===== src/rtl/erase_seq_pkg.sv =====
package erase_seq_pkg;

    typedef enum logic [3:0] {
        ST_IDLE,
        ST_SETUP,
        ST_ERASE,
        ST_PULSE,
        ST_VCMD,
        ST_VWAIT,
        ST_VREAD,
        ST_RDMODE,
        ST_DONE,
        ST_FAIL
    } seq_state_t;

    localparam logic [7:0] CMD_ERASE  = 8'h20;
    localparam logic [7:0] CMD_VERIFY = 8'hA0;
    localparam logic [7:0] CMD_READ   = 8'h00;
    localparam logic [7:0] BYTE_BLANK = 8'hFF;

endpackage


===== src/rtl/erase_seq_timer.sv =====
module erase_seq_timer #(
    parameter int CNT_W = 8
) (
    input  logic             clk,
    input  logic             rst_n,
    input  logic             load,
    input  logic [CNT_W-1:0] load_val,
    output logic             expired
);

    logic [CNT_W-1:0] cnt_q;

    always_ff @(posedge clk) begin
        if (!rst_n) begin
            cnt_q <= '0;
        end else if (load) begin
            cnt_q <= load_val;
        end else if (cnt_q != '0) begin
            cnt_q <= cnt_q - 1'b1;
        end
    end

    assign expired = (cnt_q == '0);

endmodule


===== src/rtl/erase_seq_tracker.sv =====
module erase_seq_tracker #(
    parameter int                ADDR_W     = 17,
    parameter logic [ADDR_W-1:0] LAST_ADDR  = '1,
    parameter int                MAX_PULSES = 30,
    parameter int                PC_W       = 5
) (
    input  logic              clk,
    input  logic              rst_n,
    input  logic              clear,
    input  logic              addr_inc,
    input  logic              pulse_inc,
    output logic [ADDR_W-1:0] addr,
    output logic [PC_W-1:0]   pulses,
    output logic              at_last,
    output logic              at_limit
);

    localparam logic [PC_W-1:0] LIMIT = PC_W'(MAX_PULSES);

    logic [ADDR_W-1:0] addr_q;
    logic [PC_W-1:0]   pulses_q;

    always_ff @(posedge clk) begin
        if (!rst_n) begin
            addr_q <= '0;
        end else if (clear) begin
            addr_q <= '0;
        end else if (addr_inc) begin
            addr_q <= addr_q + 1'b1;
        end
    end

    always_ff @(posedge clk) begin
        if (!rst_n) begin
            pulses_q <= '0;
        end else if (clear) begin
            pulses_q <= '0;
        end else if (pulse_inc) begin
            pulses_q <= pulses_q + 1'b1;
        end
    end

    assign addr     = addr_q;
    assign pulses   = pulses_q;
    assign at_last  = (addr_q == LAST_ADDR);
    assign at_limit = (pulses_q == LIMIT);

endmodule


===== src/rtl/erase_seq.sv =====
module erase_seq
    import erase_seq_pkg::*;
#(
    parameter int                ADDR_W       = 17,
    parameter logic [ADDR_W-1:0] LAST_ADDR    = '1,
    parameter int                MAX_PULSES   = 30,
    parameter int                PULSE_CYC    = 10_000_000,
    parameter int                VFY_WAIT_CYC = 600,
    localparam int               PC_W         = $clog2(MAX_PULSES + 1)
) (
    input  logic              clk,
    input  logic              rst_n,
    input  logic              start,
    output logic              done,
    output logic              error,
    output logic              hv_en,
    output logic              req_valid,
    output logic              req_write,
    output logic [ADDR_W-1:0] req_addr,
    output logic [7:0]        req_wdata,
    input  logic              req_ack,
    input  logic [7:0]        req_rdata,
    output logic [PC_W-1:0]   pulse_count
);

    localparam int TMAX = (PULSE_CYC > VFY_WAIT_CYC) ? PULSE_CYC : VFY_WAIT_CYC;
    localparam int TW   = $clog2(TMAX + 1);

    seq_state_t        state_q, state_d;
    logic              t_load, t_expired;
    logic [TW-1:0]     t_val;
    logic              trk_clear, trk_addr_inc, trk_pulse_inc;
    logic [ADDR_W-1:0] vaddr;
    logic              at_last, at_limit;

    erase_seq_timer #(.CNT_W(TW)) u_timer (
        .clk      (clk),
        .rst_n    (rst_n),
        .load     (t_load),
        .load_val (t_val),
        .expired  (t_expired)
    );

    erase_seq_tracker #(
        .ADDR_W     (ADDR_W),
        .LAST_ADDR  (LAST_ADDR),
        .MAX_PULSES (MAX_PULSES),
        .PC_W       (PC_W)
    ) u_track (
        .clk       (clk),
        .rst_n     (rst_n),
        .clear     (trk_clear),
        .addr_inc  (trk_addr_inc),
        .pulse_inc (trk_pulse_inc),
        .addr      (vaddr),
        .pulses    (pulse_count),
        .at_last   (at_last),
        .at_limit  (at_limit)
    );

    // State register
    always_ff @(posedge clk) begin
        if (!rst_n) state_q <= ST_IDLE;
        else        state_q <= state_d;
    end

    // Next state and sequencing strobes
    always_comb begin
        state_d       = state_q;
        t_load        = 1'b0;
        t_val         = '0;
        trk_clear     = 1'b0;
        trk_addr_inc  = 1'b0;
        trk_pulse_inc = 1'b0;
        unique case (state_q)
            ST_IDLE: begin
                if (start) begin
                    trk_clear = 1'b1;
                    state_d   = ST_SETUP;
                end
            end
            ST_SETUP: begin
                if (req_ack) state_d = ST_ERASE;
            end
            ST_ERASE: begin
                if (req_ack) begin
                    trk_pulse_inc = 1'b1;
                    t_load        = 1'b1;
                    t_val         = TW'(PULSE_CYC);
                    state_d       = ST_PULSE;
                end
            end
            ST_PULSE: begin
                if (t_expired) state_d = ST_VCMD;
            end
            ST_VCMD: begin
                if (req_ack) begin
                    t_load  = 1'b1;
                    t_val   = TW'(VFY_WAIT_CYC);
                    state_d = ST_VWAIT;
                end
            end
            ST_VWAIT: begin
                if (t_expired) state_d = ST_VREAD;
            end
            ST_VREAD: begin
                if (req_ack) begin
                    if (req_rdata == BYTE_BLANK) begin
                        if (at_last) begin
                            state_d = ST_RDMODE;
                        end else begin
                            trk_addr_inc = 1'b1;
                            state_d      = ST_VCMD;
                        end
                    end else if (at_limit) begin
                        state_d = ST_FAIL;
                    end else begin
                        state_d = ST_SETUP;
                    end
                end
            end
            ST_RDMODE: begin
                if (req_ack) state_d = ST_DONE;
            end
            ST_DONE: state_d = ST_IDLE;
            ST_FAIL: state_d = ST_IDLE;
            default: state_d = ST_IDLE;
        endcase
    end

    // Outputs decoded from state
    always_comb begin
        hv_en     = 1'b1;
        done      = 1'b0;
        error     = 1'b0;
        req_valid = 1'b0;
        req_write = 1'b1;
        req_addr  = '0;
        req_wdata = CMD_READ;
        unique case (state_q)
            ST_IDLE:  hv_en = 1'b0;
            ST_SETUP, ST_ERASE: begin
                req_valid = 1'b1;
                req_wdata = CMD_ERASE;
            end
            ST_PULSE, ST_VWAIT: ;
            ST_VCMD: begin
                req_valid = 1'b1;
                req_addr  = vaddr;
                req_wdata = CMD_VERIFY;
            end
            ST_VREAD: begin
                req_valid = 1'b1;
                req_write = 1'b0;
                req_addr  = vaddr;
            end
            ST_RDMODE: begin
                req_valid = 1'b1;
                req_wdata = CMD_READ;
            end
            ST_DONE: begin
                hv_en = 1'b0;
                done  = 1'b1;
            end
            ST_FAIL: begin
                hv_en = 1'b0;
                error = 1'b1;
            end
            default: hv_en = 1'b0;
        endcase
    end

endmodule


===== config.mk =====
export PLATFORM = sky130hd
export DESIGN_NAME = erase_seq
export DESIGN_NICKNAME = d
export VERILOG_FILES = /design/src/rtl/erase_seq_pkg.sv /design/src/rtl/erase_seq_timer.sv /design/src/rtl/erase_seq_tracker.sv /design/src/rtl/erase_seq.sv
export SDC_FILE = /design/constraint.sdc
export NUM_CORES = 1
export LEC_CHECK = 0
export BUFFER_PORTS_ARGS = -buffer_cell sky130_fd_sc_hd__buf_2
export CAP_MARGIN = 0
export CELL_PAD_IN_SITES_DETAIL_PLACEMENT = 0
export CELL_PAD_IN_SITES_GLOBAL_PLACEMENT = 1
export CORE_AREA = 2 2 103 105
export DETAILED_ROUTE_END_ITERATION = 16
export DIE_AREA = 0 0 105 107
export HOLD_SLACK_MARGIN = 0.03
export PLACE_DENSITY = 0.57
export REMOVE_ABC_BUFFERS = 1
export SYNTH_ARGS = -nofsm -noshare
export SYNTH_HDL_FRONTEND = slang
export SYNTH_SLANG_ARGS = --single-unit

===== constraint.sdc =====
create_clock -name clk -period 2.8 [get_ports clk]
set_input_delay 0.56 -clock clk [delete_from_list [all_inputs] [get_ports clk]]
set_output_delay 0.56 -clock clk [all_outputs]
set_load 0.01 [all_outputs]

==> flow_metrics.py <==
metrics = {
    "run_status": {
        "status": "finished clean",
    },
    "pwr": {
        "max-vdd-ir-drop_uv": 343,
        "power.density_cell_area_mw_per_mm2": 956,
        "total_leakage_power_nw": 1.33,
    },
    "critical_path": {
        "crit_family": "simple AND/OR/NAND/NOR gates",
        "critical_path.endpoint_type": "flop",
        "worst-path-buf-inv": 0,
        "critical-path-max-stage-delay_ns": 0.72,
        "worst_r2r_path_depth": 8,
        "cp-startpoint": "u_track.addr[6]",
        "worstPathMaxFanout": 14,
        "worst-setup-path-type": "flop to flop",
        "r2r_end": "u_track.addr[11]",
        "critical_path.slowest_cell": "or4_1",
        "cp_data_arrival_time_ns": 2.85,
        "cp_data_required_time_ns": 3.05,
        "critical_path.reg2reg.startpoint": "u_track.addr[6]",
        "crit_path_start_kind": "flop",
        "r2r_setup_slack_ns": 0.20,
        "timing.critical_path.mode_cell": "or4_1",
        "cells_traversed_along_the_worst_timing_path": "and4_1 > nand2_1 > nor3_1 > ha_1 > nand2b_1 > or4_1 > or4_1 > a21oi_1",
    },
    "die": {
        "die_w_um": 105,
        "initial_core_util_pct": 29.4,
        "fp.dieArea_mm2": 0.0112,
        "die_h_um": 107,
        "io_pins": 47,
        "placeableCoreArea_mm2": 0.0101,
        "rows": 37,
    },
    "timing": {
        "final.min_clock_period_ns": 2.60,
        "tightest_slew_ns": 0.613,
        "rsz_0062_raised_after_global_routing": "no",
        "max_freq_mhz": 384,
        "hold_viol_final": 0,
        "timing.final.setup_violations": 0,
        "report.final.slew_viol_count": 0,
        "holdWs_ns": 0.507,
        "finalSetupTns_ns": 0,
        "timing.final.crit_share_pct": 92.9,
        "finalClockSkew_ns": 0.0121,
        "worst_slew_margin_rel_pct": 58.5,
    },
    "global_route": {
        "global_route.usage.met3_pct": 2.61,
        "antenna_found_initial": 0,
        "number_of_global_route_vias_before_repair": 2470,
        "grt_pass1_wl_mm": 11.8,
        "grt_max_degree": 26,
        "global_route.usage.met1_pct": 16.0,
        "groute.usage.overall_pct": 12.9,
        "use_met2_pct": 23.0,
        "global_route.overflow_total": 0,
        "globalRoute.busiestLayer": "met2",
    },
    "synth": {
        "synth_enable_flop_cells": 0,
        "synth_top_area_share_pct": 33.7,
        "synthesis.area_per_instance_um2": 8.11,
        "synth_cell_types": 62,
        "ys_seq_elements": 50,
        "synth_top_cells_by_count": "dfxtp_1, nor2_1, nor3_1, xnor2_1, nand2_1",
        "netlist_instances": 366,
        "postSynth.asyncResetShare_pct": 0,
        "yosysTopAreaCell": "dfxtp_1",
        "yosys_most_used_dff": "dfxtp_1",
        "ys_top_cells_by_area": "dfxtp_1, xnor2_1, nor2_1, nor3_1, and2_1",
        "ys.warnings.count": 0,
        "synth_sequential_area_ratio_pct": 33.7,
        "post_synth_instance_area_mm2": 0.00297,
    },
    "cells_and_area": {
        "layout_cells_sized_above_1_pct": 20.0,
        "layout.nets": 421,
        "multi_input_area_mm2": 0.00178,
        "area_growth_pct": 16.4,
        "fillCellCount": 1125,
        "area.sequential_mm2": 0.00100,
        "antenna-diode-count": 0,
    },
    "cts": {
        "cts.reportedPaths.clkPinSlew_ns": 0.10,
        "cts-buffers-inserted": 5,
        "clk_latency_ns": 0.31,
        "h_tree_lvls": 2,
        "numClockSinks": 50,
        "cts_setup_buffers": 0,
        "cts_tree": "done",
        "cts.repair.resized": 0,
        "cts_buffer_depth": 2,
        "cts_hold_buf": 0,
        "ctsRootBufferMaster": "clkbuf_8",
    },
    "drt": {
        "drtPass1Iterations": 6,
        "routed_via_count": 2609,
        "drt_iter0_drc": 88,
        "detail_route.wl_per_cell_um": 13.1,
        "detail-route-antenna-nets": 0,
        "finalWirelength_mm": 7.06,
        "route.detailed.drc": 0,
        "viasPerCell": 4.83,
    },
    "worst_hold_path": {
        "min-delay-path-class": "flop to flop",
        "hp-start": "u_timer.cnt_q[8]",
        "hold-path-cell-count": 2,
        "hold_end": "u_timer.cnt_q[8]",
    },
    "place": {
        "port_buffers": 40,
        "dpl.hpwl_mm": 5.22,
        "final_gp_congestion": 0.732,
    },
    "run": {
        "max_capacitance_violation_count": 0,
    },
}
## logic make-up (layout without fill, tap and decap cells)
family                     after synthesis  count (layout)  share of synthesized area (%)
and+or+nand+nor                        174             174                           32.4
DFF                                     50              50                           33.7
adders and majority gates                6               6                           2.53
other                                    1               6                          0.126
buffers and inverters                   44              77                           7.04
muxes                                    5               5                           1.81
xor gates and xnor gates                31              31                           9.15
AOI/OAI and AO/OA                       55              55                           13.2
## area by class of cell
class	count	share of cell area (%)
clock buffer	6	2.39
clock inverter	2	1.74
inverter	16	1.74
multi-input combinational	277	51.6
sequential	50	29.0
tap	136	4.93
timing repair buffer	53	8.63
## registers in the layout (all words and copies together), names as in the netlist
name and cells:
u_timer.cnt_q 24, u_track.addr 17, u_track.pulses 5, state_q 4
## report_power, final
part	total (W)	switching (W)	internal, W
clock network	0.000636	0.000254	0.000381
logic	0.00161	0.000919	0.000695
registers	0.00105	0.000178	0.000872
total	0.00330	0.00135	0.00195
## placed cells by master, fill, tap and decap left out, types with 3 or more instances in the layout
cell type  netlist  layout
inv_1           16      16
and2_1          13      13
nand4_1          8       8
nor3_1          23      23
buf_4            7      13
nand3_1         10      10
nand2_1         18      18
or4_4            3       3
nor2b_1          3       3
nand2b_1         6       6
or4_1            6       6
buf_2            2      40
and4_1           3       3
nand3b_1         3       3
xor2_1           8       8
a21oi_1          9       9
a211oi_1         4       4
nor4_1           7       7
o21ai_0         12      12
xnor2_1         23      23
conb_1           1       6
dfxtp_1         50      50
nor2_1          50      50
or3_1            4       4
clkbuf_8         0       6
mux2_2           3       3
ha_1             6       6
a211oi_2         3       3
o22ai_1          3       3
o21a_1           4       4
## metal layers
| layer | wire (µm) | vias to the layer above | share of wire, % |
|---|---|---|---|
| li1 | - | 1340 | - |
| met1 | 3360 | 1232 | 48 |
| met2 | 3470 | 33 | 49 |
| met3 | 185 | 4 | 2.6 |
| met4 | 45 | 0 | 0.64 |
| met5 | 0 | - | 0 |
## per-stage QoR
stage | instances | total power, W | utilization (%) | worst slack, ns | instance area [µm²]
global route | 540 | 0.00357 | 34.2 | 0.0531 | 3450
detailed placement | 532 | 0.00269 | 32.8 | 0.223 | 3310
floorplan | 343 | 0.00228 | - | 0.259 | 2840
CTS | 540 | 0.00334 | 34.2 | 0.182 | 3450
finish | 540 | 0.00330 | 34.2 | 0.199 | 3450
global placement | 532 | 0.00268 | 32.8 | 0.261 | 3310
## tightest hold or removal path: stages (launching register included)
cell	delay [ns]
dfxtp_1	0.35
o41ai_1	0.07
a21oi_1	0.06
## worst max-delay path by stage
| stage | to | slack [ns] | cells past startpoint |
|---|---|---|---|
| 2_1_floorplan | u_track.addr[10] | 0.26 | 5 |
| 3_3_place_gp | u_track.addr[11] | 0.26 | 8 |
| 3_5_place_dp | u_track.addr[11] | 0.22 | 8 |
| 4_1_cts | u_track.addr[11] | 0.18 | 8 |
| 5_1_grt | u_track.addr[11] | 0.05 | 8 |
| 6_report | u_track.addr[11] | 0.20 | 8 |
No activity file was read; power rests on OpenSTA's default activity.
